[src/rtl/mdio_pkg.sv]
package mdio_pkg;
  localparam int unsigned WORD_W     = 32;
  localparam int unsigned PRE_BITS   = 32;
  localparam int unsigned FRAME_BITS = 32;
  localparam int unsigned DATA_BITS  = 16;
  localparam int unsigned TOTAL_BITS = PRE_BITS + FRAME_BITS;

  localparam logic [5:0] OFS_CTRL  = 6'h10;
  localparam logic [5:0] OFS_FRAME = 6'h11;
  localparam logic [5:0] OFS_STAT  = 6'h14;

  localparam int unsigned CTRL_GO_BIT = 3;
  localparam logic [1:0] OP_RD = 2'b11;

  typedef struct packed {
    logic [1:0]  st;
    logic [1:0]  op;
    logic [4:0]  prt;
    logic [4:0]  dev;
    logic [1:0]  ta;
    logic [15:0] payload;
  } mgmt_frame_t;
endpackage

[src/rtl/mdio_clk_gen.sv]
module mdio_clk_gen #(
  parameter int unsigned HALF_CYCLES = 25
) (
  input  logic clk_i,
  input  logic rst_ni,
  input  logic run_i,
  output logic mdc_o,
  output logic rise_o,
  output logic fall_o
);
  localparam int unsigned CW = (HALF_CYCLES > 1) ? $clog2(HALF_CYCLES) : 1;
  localparam logic [CW-1:0] CNT_MAX = CW'(HALF_CYCLES - 1);

  logic [CW-1:0] cnt_q;
  logic          mdc_q;
  logic          tick;

  assign tick   = run_i && (cnt_q == CNT_MAX);
  assign rise_o = tick && !mdc_q;
  assign fall_o = tick && mdc_q;
  assign mdc_o  = mdc_q;

  always_ff @(posedge clk_i or negedge rst_ni) begin
    if (!rst_ni) begin
      cnt_q <= '0;
      mdc_q <= 1'b0;
    end else if (!run_i) begin
      cnt_q <= '0;
      mdc_q <= 1'b0;
    end else if (tick) begin
      cnt_q <= '0;
      mdc_q <= !mdc_q;
    end else begin
      cnt_q <= cnt_q + 1'b1;
    end
  end

  p_rise_raises_mdc_r6: assert property (@(posedge clk_i) disable iff (!rst_ni)
    rise_o |=> mdc_o);
endmodule

[src/rtl/mdio_shifter.sv]
module mdio_shifter
  import mdio_pkg::*;
(
  input  logic                 clk_i,
  input  logic                 rst_ni,
  input  logic                 start_i,
  input  mgmt_frame_t          frame_i,
  input  logic                 rise_i,
  input  logic                 fall_i,
  input  logic                 mdio_i,
  output logic                 busy_o,
  output logic                 mdio_o,
  output logic                 mdio_oe_o,
  output logic                 cap_we_o,
  output logic [DATA_BITS-1:0] cap_o
);
  localparam int unsigned IW  = $clog2(TOTAL_BITS);
  localparam int unsigned FIW = $clog2(FRAME_BITS);
  localparam logic [IW-1:0] LAST_IDX = IW'(TOTAL_BITS - 1);
  localparam logic [IW-1:0] PRE_END  = IW'(PRE_BITS);
  localparam logic [IW-1:0] TA_FIRST = IW'(PRE_BITS + FRAME_BITS - DATA_BITS - 2);
  localparam logic [IW-1:0] CAP_FIRST = IW'(TOTAL_BITS - DATA_BITS);

  logic                  busy_q, rd_q, mdio_q, oe_q;
  logic [IW-1:0]         idx_q, idx_nx, pos_nx;
  logic [FRAME_BITS-1:0] shreg_q;
  logic [DATA_BITS-1:0]  cap_q;
  logic                  nxt_bit;

  // frame bit for MDC period n sits at word position TOTAL-1-n
  assign idx_nx  = idx_q + 1'b1;
  assign pos_nx  = LAST_IDX - idx_nx;
  assign nxt_bit = (idx_nx < PRE_END) ? 1'b1 : shreg_q[pos_nx[FIW-1:0]];

  always_ff @(posedge clk_i or negedge rst_ni) begin
    if (!rst_ni) begin
      busy_q  <= 1'b0;
      rd_q    <= 1'b0;
      mdio_q  <= 1'b0;
      oe_q    <= 1'b0;
      idx_q   <= '0;
      shreg_q <= '0;
      cap_q   <= '0;
    end else if (start_i && !busy_q) begin
      busy_q  <= 1'b1;
      rd_q    <= (frame_i.op == OP_RD);
      mdio_q  <= 1'b1;
      oe_q    <= 1'b1;
      idx_q   <= '0;
      shreg_q <= frame_i;
      cap_q   <= '0;
    end else if (busy_q) begin
      if (rise_i && rd_q && (idx_q >= CAP_FIRST))
        cap_q <= {cap_q[DATA_BITS-2:0], mdio_i};
      if (fall_i) begin
        if (idx_q == LAST_IDX) begin
          busy_q <= 1'b0;
          mdio_q <= 1'b0;
          oe_q   <= 1'b0;
        end else begin
          idx_q  <= idx_nx;
          mdio_q <= nxt_bit;
          oe_q   <= !(rd_q && (idx_nx >= TA_FIRST));
        end
      end
    end
  end

  assign busy_o    = busy_q;
  assign mdio_o    = mdio_q;
  assign mdio_oe_o = oe_q;
  assign cap_o     = cap_q;
  assign cap_we_o  = busy_q && fall_i && rd_q && (idx_q == LAST_IDX);

  p_shadow_hold_r10: assert property (@(posedge clk_i) disable iff (!rst_ni)
    busy_q |=> $stable(shreg_q));
  p_preamble_ones_r4: assert property (@(posedge clk_i) disable iff (!rst_ni)
    (busy_q && idx_q < PRE_END) |-> (mdio_q && oe_q));
endmodule

[src/rtl/mdio_regs.sv]
module mdio_regs
  import mdio_pkg::*;
#(
  parameter int unsigned ADDR_W = 6
) (
  input  logic                 clk_i,
  input  logic                 rst_ni,
  input  logic                 we_i,
  input  logic [ADDR_W-1:0]    addr_i,
  input  logic [WORD_W-1:0]    wdata_i,
  output logic [WORD_W-1:0]    rdata_o,
  input  logic                 busy_i,
  input  logic                 cap_we_i,
  input  logic [DATA_BITS-1:0] cap_i,
  output logic                 start_o,
  output mgmt_frame_t          frame_o
);
  logic [3:0]  ctrl_q;
  mgmt_frame_t frame_q;
  logic        hit_ctrl, hit_frame, hit_stat;

  assign hit_ctrl  = (addr_i == ADDR_W'(OFS_CTRL));
  assign hit_frame = (addr_i == ADDR_W'(OFS_FRAME));
  assign hit_stat  = (addr_i == ADDR_W'(OFS_STAT));

  assign start_o = we_i && hit_ctrl && wdata_i[CTRL_GO_BIT]
                   && !ctrl_q[CTRL_GO_BIT] && !busy_i;

  always_ff @(posedge clk_i or negedge rst_ni) begin
    if (!rst_ni) begin
      ctrl_q  <= '0;
      frame_q <= '0;
    end else begin
      if (we_i && hit_ctrl) ctrl_q <= wdata_i[3:0];
      if (we_i && hit_frame) frame_q <= wdata_i;
      // capture wins the payload field over a same-cycle bus write
      if (cap_we_i) frame_q.payload <= cap_i;
    end
  end

  always_comb begin
    rdata_o = '0;
    if (hit_ctrl)  rdata_o = {{(WORD_W-4){1'b0}}, ctrl_q};
    if (hit_frame) rdata_o = frame_q;
    if (hit_stat)  rdata_o = {{(WORD_W-1){1'b0}}, busy_i};
  end

  assign frame_o = frame_q;

  p_start_sets_busy_r3: assert property (@(posedge clk_i) disable iff (!rst_ni)
    start_o |=> busy_i);
endmodule

[src/rtl/mdio_master.sv]
module mdio_master
  import mdio_pkg::*;
#(
  parameter int unsigned HALF_CYCLES = 25,
  parameter int unsigned ADDR_W      = 6
) (
  input  logic              clk_i,
  input  logic              rst_ni,
  input  logic              reg_we_i,
  input  logic [ADDR_W-1:0] reg_addr_i,
  input  logic [31:0]       reg_wdata_i,
  output logic [31:0]       reg_rdata_o,
  output logic              mdc_o,
  output logic              mdio_o,
  output logic              mdio_oe_o,
  input  logic              mdio_i
);
  logic                 busy, start, rise, fall, cap_we;
  logic [DATA_BITS-1:0] cap;
  mgmt_frame_t          frame;

  mdio_regs #(.ADDR_W(ADDR_W)) u_regs (
    .clk_i    (clk_i),
    .rst_ni   (rst_ni),
    .we_i     (reg_we_i),
    .addr_i   (reg_addr_i),
    .wdata_i  (reg_wdata_i),
    .rdata_o  (reg_rdata_o),
    .busy_i   (busy),
    .cap_we_i (cap_we),
    .cap_i    (cap),
    .start_o  (start),
    .frame_o  (frame)
  );

  mdio_clk_gen #(.HALF_CYCLES(HALF_CYCLES)) u_clk (
    .clk_i  (clk_i),
    .rst_ni (rst_ni),
    .run_i  (busy),
    .mdc_o  (mdc_o),
    .rise_o (rise),
    .fall_o (fall)
  );

  mdio_shifter u_shift (
    .clk_i     (clk_i),
    .rst_ni    (rst_ni),
    .start_i   (start),
    .frame_i   (frame),
    .rise_i    (rise),
    .fall_i    (fall),
    .mdio_i    (mdio_i),
    .busy_o    (busy),
    .mdio_o    (mdio_o),
    .mdio_oe_o (mdio_oe_o),
    .cap_we_o  (cap_we),
    .cap_o     (cap)
  );

  p_mdio_still_hi_r5: assert property (@(posedge clk_i) disable iff (!rst_ni)
    mdc_o |-> $stable(mdio_o));
  p_idle_quiet_r11: assert property (@(posedge clk_i) disable iff (!rst_ni)
    !busy |-> (!mdc_o && !mdio_oe_o));
endmodule

[config.mk]
export PLATFORM = sky130hd
export DESIGN_NAME = mdio_master
export DESIGN_NICKNAME = d
export VERILOG_FILES = /design/src/rtl/mdio_pkg.sv /design/src/rtl/mdio_clk_gen.sv /design/src/rtl/mdio_shifter.sv /design/src/rtl/mdio_regs.sv /design/src/rtl/mdio_master.sv
export SDC_FILE = /design/constraint.sdc
export NUM_CORES = 1
export LEC_CHECK = 0
export BUFFER_PORTS_ARGS = -buffer_cell sky130_fd_sc_hd__buf_2
export CORE_UTILIZATION = 30
export CTS_CLUSTER_DIAMETER = 60
export CTS_CLUSTER_SIZE = 30
export DETAILED_ROUTE_END_ITERATION = 10
export PLACE_DENSITY = 0.45
export SYNTH_ARGS = -nofsm -noshare
export SYNTH_HDL_FRONTEND = slang
export SYNTH_HIERARCHICAL = 1
export SYNTH_SLANG_ARGS = --single-unit
export TNS_END_PERCENT = 50
[constraint.sdc]
create_clock -name clk_i -period 2.4 [get_ports clk_i]
set_input_delay 0.12 -clock clk_i [delete_from_list [all_inputs] [get_ports clk_i]]
set_output_delay 0.12 -clock clk_i [all_outputs]
set_load 0.05 [all_outputs]
==> results.txt, run 1 <==
Post-synth top flop = dfrtp_1
Final setup fails = 0
Pwr/cell area = 634 nW/um^2
CTS tree = yes
Post-Syn Nets = 564
I/O pins = 77
Met2 wire length = 6250 um
Layout cell share with drive strength beyond 1 = 25.4%
Worst-path fanout max = 32
Initial antenna violation count = 0
Htree depth = 3
Worst setup path start = u_clk/cnt_q[0]
Worst-Skew Late Latency = 0.34 ns
Reg clk slew, reported paths = 0.07 ns
Area growth, synth to finish = 21.9%
Slew Limit Headroom = 58.2%
M1 wire length = 6460 um
Clk_skew = 0.00819 ns
Initial Util = 30.8%
Port buffer count = 76
Hold/Removal Path Class = in -> reg
Antenna cells = 0
Vias in the first global route = 4172
Critical R2R Capture = u_regs/frame_o[10]
Post-synthesis mux area share = 10.8%
Worst R2R Path Depth = 10
WL/cell = 16.0 um
Antenna viol nets, final = 0
Total Routing Usage GR = 16.0%
Pleak = 0.00315 uW
Met3 routed WL = 467 um
VDD IR-drop max = 0.335 mV
Ys Warns = 6
Initial DRC count = 226
Post-synthesis simple-gate area fraction = 24.7%
Startpoint types = register
Highest clock rate = 446 MHz
Core area = 16600 um^2
DP HPWL = 9200 um
Final hold viol count = 0
Status = finished, final reports clean
FFs w/ async S/R, synth = 100%
Largest net degree at the start of global routing = 49
Worst setup margin = 0.157 ns
Post-layout min period = 2.24 ns
Max layer used = met4
Xor/xnor share of the synthesized area = 1.17%
Critical Path RT = 2.63 ns
Unrepaired setup endpoints after global routing = false
Main combinational cell family by area after synthesis = simple AND/OR/NAND/NOR gates
Tcrit/Tclk final = 93.5%
Yosys top cell area share = 48.8%
Synth Area in Compound Gates = 9.72%
Nets = 651
Max Slew Vio Count = 0
WL final = 13300 um
Post-synth top area cell = dfrtp_1
DRT Pass-1 Iters = 6
Root Driver = clkbuf_16
Placement Setup Slack = 0.155 ns
Drt drc = 0
GPL Wtd Cong = 0.781
Sink Count = 100
Worst Setup EP = u_regs/frame_o[10]
Unique cell type count in the Yosys netlist = 57
Commonest cells post-synth = nand2_1, dfrtp_1, and3_1
Num rows = 47
Total negative slack = 0 ns
Register area share after synthesis = 48.8%
Number of flops mapped to enable cells by yosys = 0
Crit path DAT = 2.47 ns
Post-Syn Area = 5120 um^2
Synth Area per Inst = 9.87 um^2
Top post-synthesis cells by area = dfrtp_1, nand2_1, and3_1
Die ar. = 17600 um^2
FF+latch count, synth = 100
Grt total ovfl = 0
Max cap viols = 0
Via count = 4141
Die height = 133 um
Crit Path Category = reg -> reg
Setup Fix Bufs, Post-CTS = 0
Most frequent cell after synthesis = nand2_1
Synth Area in Adders = 0.732%
CTS Buf Count = 9
Global-route wire length before repair = 22100 um
R2r setup slk = 0.16 ns
CP endpoint kind = register
FILL cells = 1684
Worst-Margin Slew = 0.627 ns
Clk buf depth = 2
Synth Instances = 519
Die W = 133 um
DR vias/cell = 4.99
FF-to-FF Start = u_clk/cnt_q[0]
==> how the worst min path moves through the flow <==
stage | start | to | cells past startpoint
global route | reg_wdata_i[25] | u_regs/frame_o[25] | 2
finish | reg_wdata_i[23] | u_regs/frame_o[23] | 2
floorplan | rst_ni | u_clk/cnt_q[0] | 0
global placement | rst_ni | u_regs/frame_o[16] | 1
detailed placement | rst_ni | u_regs/frame_o[16] | 1
CTS | reg_wdata_i[25] | u_regs/frame_o[25] | 2
==> sequential cells by signal, summed over array words and instances, names as in the netlist <==
| register | count |
|---|---|
| u_clk/cnt_q | 5 |
| u_clk/mdc_o | 1 |
| u_regs/ctrl_q | 4 |
| u_regs/frame_o | 32 |
| u_shift/busy_o | 1 |
| u_shift/cap_o | 16 |
| u_shift/idx_q | 6 |
| u_shift/mdio_o | 1 |
| u_shift/mdio_oe_o | 1 |
| u_shift/rd_q | 1 |
| u_shift/shreg_q | 32 |
==> cell usage in the layout, fill, tap and decap left out, types with 16 or more instances in the layout <==
cell type and instances:
nand3_1 26, nand2_1 139, a21oi_1 19, nor2b_1 16, o21ai_0 22, dfrtp_1 100
buf_4 22, and3_1 34, a41oi_1 16, buf_2 75
==> final cells by class <==
cell class,instances,area [um^2],share of cell area [%]
Timing Repair Buffer,114,741,11.9
Clock buffer,11,233,3.73
Tap cell,220,275,4.41
Clock inverter,4,51.3,0.821
Inverter,4,15.0,0.240
Multi-Input combinational cell,377,2430,38.9
Sequential cell,100,2500,40.1
==> timing repair <==
item                                    in CTS  in global routing
resized for setup                            0                  1
hold buffers                                12                  2
endpoints found under the setup margin       0                 10
endpoints found under the hold margin       56                  2
==> critical path, cell delays in order, from the launching register on <==
cell and delay, ns:
dfrtp_1 0.40, inv_1 0.09, ha_1 0.16, and4b_1 0.25, and3_2 0.22, nand2_1 0.16, nor3_2 0.18, and2_1 0.24
buf_12 0.20, nor2b_1 0.17, a21oi_1 0.06
==> cell families after synthesis <==
| kind of cell | after synthesis |
|---|---|
| buffers and inverters | 42 |
| and+or+nand+nor | 256 |
| adders and majority gates | 3 |
| muxes | 36 |
| DFF | 100 |
| xor gates and xnor gates | 6 |
| AOI/OAI and AO/OA | 76 |
==> layer usage <==
metal	GRT usage [%]	vias to the layer above
met5	0	-
met4	4.66	0
met3	2.91	11
met2	25.6	87
met1	22.0	2056
li1	-	1987
==> per-stage QoR <==
step	hold slack (ns)	power [uW]	cell area [um^2]	utilization, %	cells
after CTS	0.000563	4010	6220	37.4	828
after global routing	0.00206	4180	6240	37.5	830
after detailed placement	0.185	2540	5820	34.9	801
after global placement	0.182	2540	5820	34.9	801
after floorplan	-0.176	2310	5120	-	519
final	0.0125	3960	6240	37.5	830
==> report_power, final <==
part / internal, uW / switching [uW] / total (uW)
sequential: 1830 / 141 / 1980
combinational: 256 / 290 / 545
clock: 804 / 631 / 1440
total: 2890 / 1060 / 3960
Note: power is estimated with default switching activity, not from simulation.
==> run 2: changes to the inputs <==
--- a/config.mk
+++ b/config.mk
@@ -10,7 +10,9 @@
 export CTS_CLUSTER_DIAMETER = 60
 export CTS_CLUSTER_SIZE = 30
 export DETAILED_ROUTE_END_ITERATION = 10
+export GPL_TIMING_DRIVEN = 0
 export PLACE_DENSITY = 0.45
+export SETUP_SLACK_MARGIN = 0.4
 export SYNTH_ARGS = -nofsm -noshare
 export SYNTH_HDL_FRONTEND = slang
 export SYNTH_HIERARCHICAL = 1
==> constraint.sdc (replaced) <==
create_clock -name clk_i -period 2.85 [get_ports clk_i]
set_input_delay 0.1425 -clock clk_i [delete_from_list [all_inputs] [get_ports clk_i]]
set_output_delay 0.1425 -clock clk_i [all_outputs]
set_load 0.05 [all_outputs]
==> run 2 against run 1 <==
Register-to-register slack improved by 0.35 ns. Critical endpoint unchanged. Die area is the same. First-iteration DRC count grew 21%. Routed wire length up 2.0%. Non-clock buffer count up 3. Worst hold slack better by 0.0060 ns. Flip-flop and latch count stayed put. Highest routed layer unchanged. Combinational power shrank 20%. Maximum frequency fell by 4.2%. Via count unchanged. Critical path type unchanged.
==> results.txt, run 2 (synthesized netlist as in run 1, its figures left out) <==
Die height = 133 um
Pwr/cell area = 572 nW/um^2
Final setup fails = 0
Global-route wire length before repair = 22400 um
Highest clock rate = 427 MHz
Crit Path Category = reg -> reg
Startpoint types = register
Max cap viols = 0
Htree depth = 3
Grt total ovfl = 0
DRT Pass-1 Iters = 5
Drt drc = 0
Util after Layout = 37.5%
Antenna viol nets, final = 0
Worst R2R Path Depth = 10
Sink Count = 100
Clk buf depth = 2
GPL Wtd Cong = 0.840
Via count = 4141
Clk_skew = 0.0104 ns
CP cell instances = inv_1, ha_1, and4b_1, and3_2, nand2_2, nor3_4, and2_4, clkbuf_4, nor2b_1, a21oi_1
VDD IR-drop max = 0.310 mV
Hold path startpoint = reg_wdata_i[24]
Worst-Skew Late Latency = 0.35 ns
Worst-path fanout max = 10
Die ar. = 17600 um^2
Status = finished, final reports clean
FF-to-FF Start = u_clk/cnt_q[0]
CTS Buf Count = 9
Die W = 133 um
WHS Path Cells = 2
Crit path DAT = 2.58 ns
Slowest stage delay, CP = 0.40 ns
Global routing usage on met2 = 26.8%
WL final = 13600 um
DP HPWL = 10000 um
Register area = 2500 um^2
FILL cells = 1729
Reg clk slew, reported paths = 0.07 ns
Unrepaired setup endpoints after global routing = true
Fin cells = 834
Critical Path RT = 3.09 ns
Worst-Margin Slew = 0.684 ns
Post-layout min period = 2.34 ns
Root Driver = clkbuf_16
Hold/Removal Path Class = in -> reg
Core area = 16600 um^2
CP endpoint kind = register
WL/cell = 16.3 um
Pleak = 0.00315 uW
Met3 Use GR = 3.18%
Vias in the first global route = 4170
Commonest non-fill, non-tap cell in the layout = nand2_1
Placement Setup Slack = -0.781 ns
CP max-delay cell = dfrtp_1
R2r setup slk = 0.51 ns
Worst Hold End = u_regs/frame_o[24]
Nets = 654
Commonest non-fill, non-tap cells in the layout = nand2_1, dfrtp_1, buf_2
Tcrit/Tclk final = 82.2%
Placed insts = 814
DR vias/cell = 4.97
Max Slew Vio Count = 0
CTS tree = yes
Antenna cells = 0
Area growth, synth to finish = 21.7%
Critical R2R Capture = u_regs/frame_o[10]
Placed inst area = 5800 um^2
Multi-input gate area = 2450 um^2
Gr busiest metal = met2
Layout cell share with drive strength beyond 1 = 24.8%
Met1 Track Usage GR = 21.9%
Worst setup margin = 0.508 ns
Final hold viol count = 0
Largest net degree at the start of global routing = 52
Initial DRC count = 274
Num rows = 47
Slew Limit Headroom = 54.4%
Port buffer count = 74
Initial Util = 30.8%
Initial antenna violation count = 0
Final instance area = 6240 um^2
I/O pins = 77
Total Routing Usage GR = 16.4%
==> run 2: cell count changes in the layout (fill, tap and decap cells not counted), moves of 3 or more <==
| cell | change |
|---|---|
| buf_2 | +4 |
| buf_4 | -18 |
| buf_6 | +3 |
| clkbuf_1 | +19 |
| clkbuf_4 | +3 |
| dlygate4sd3_1 | -12 |
==> run 2: power breakdown <==
part           total [uW]  internal, uW  leakage [uW]  switching (uW)
Sequential           1660          1540       0.00128             121
Clock                1470           892      0.000171             574
Combinational         435           194       0.00170             241
Total                3570          2630       0.00315             936
==> run 2: area by class of cell <==
| type | instances | area share (%) |
|---|---|---|
| multi-input cells | 377 | 39.2 |
| well taps | 220 | 4.41 |
| clock inverters | 6 | 1.89 |
| inverters | 4 | 0.241 |
| flip-flops and latches | 100 | 40.1 |
| repair buffers | 79 | 6.98 |
| clock buffers | 10 | 3.83 |
| plain buffers | 38 | 3.31 |
==> run 2: per-stage QoR <==
step / setup TNS [ns] / hold slack (ns) / total power (uW)
floorplan: 0 / -0.153 / 1940
global placement: -35.67 / 0.346 / 2110
detailed placement: -36.84 / 0.236 / 2130
CTS: 0 / 0.00108 / 3620
global route: 0 / 0.0143 / 3730
finish: 0 / 0.0185 / 3570
==> run 2: critical path, delay by kind of cell, from the launching register on <==
kind | cells | cell delay [ns]
adders and majority gates | 1 | 0.18
and+or+nand+nor | 6 | 1.29
AOI/OAI and AO/OA | 1 | 0.06
buffers and inverters | 2 | 0.30
DFF | 1 | 0.40
==> run 2: repair_timing <==
action	in CTS	in global routing
pin swaps	1	1
hold endpoints to repair	50	0
hold buffers	2	0
resized for setup	8	12
setup buffers	1	1
setup endpoints to repair	72	32
==> run 2: routing by layer <==
layer  part of all wire [%]  vias to the layer above
met2                     48                       90
li1                       -                     1999
met1                     46                     2039
met4                    1.3                        0
met3                    4.1                       13
met5                      0                        -
==> run 2: how the worst max path moves through the flow <==
stage,cells after the start,endpoint,from
after CTS,10,u_regs/frame_o[10],u_clk/cnt_q[0]
after detailed placement,9,u_shift/shreg_q[24],reg_addr_i[5]
after global routing,8,u_shift/shreg_q[19],reg_we_i
final,10,u_regs/frame_o[10],u_clk/cnt_q[0]
after global placement,9,u_shift/shreg_q[0],reg_addr_i[5]
after floorplan,4,reg_rdata_o[1],reg_addr_i[5]
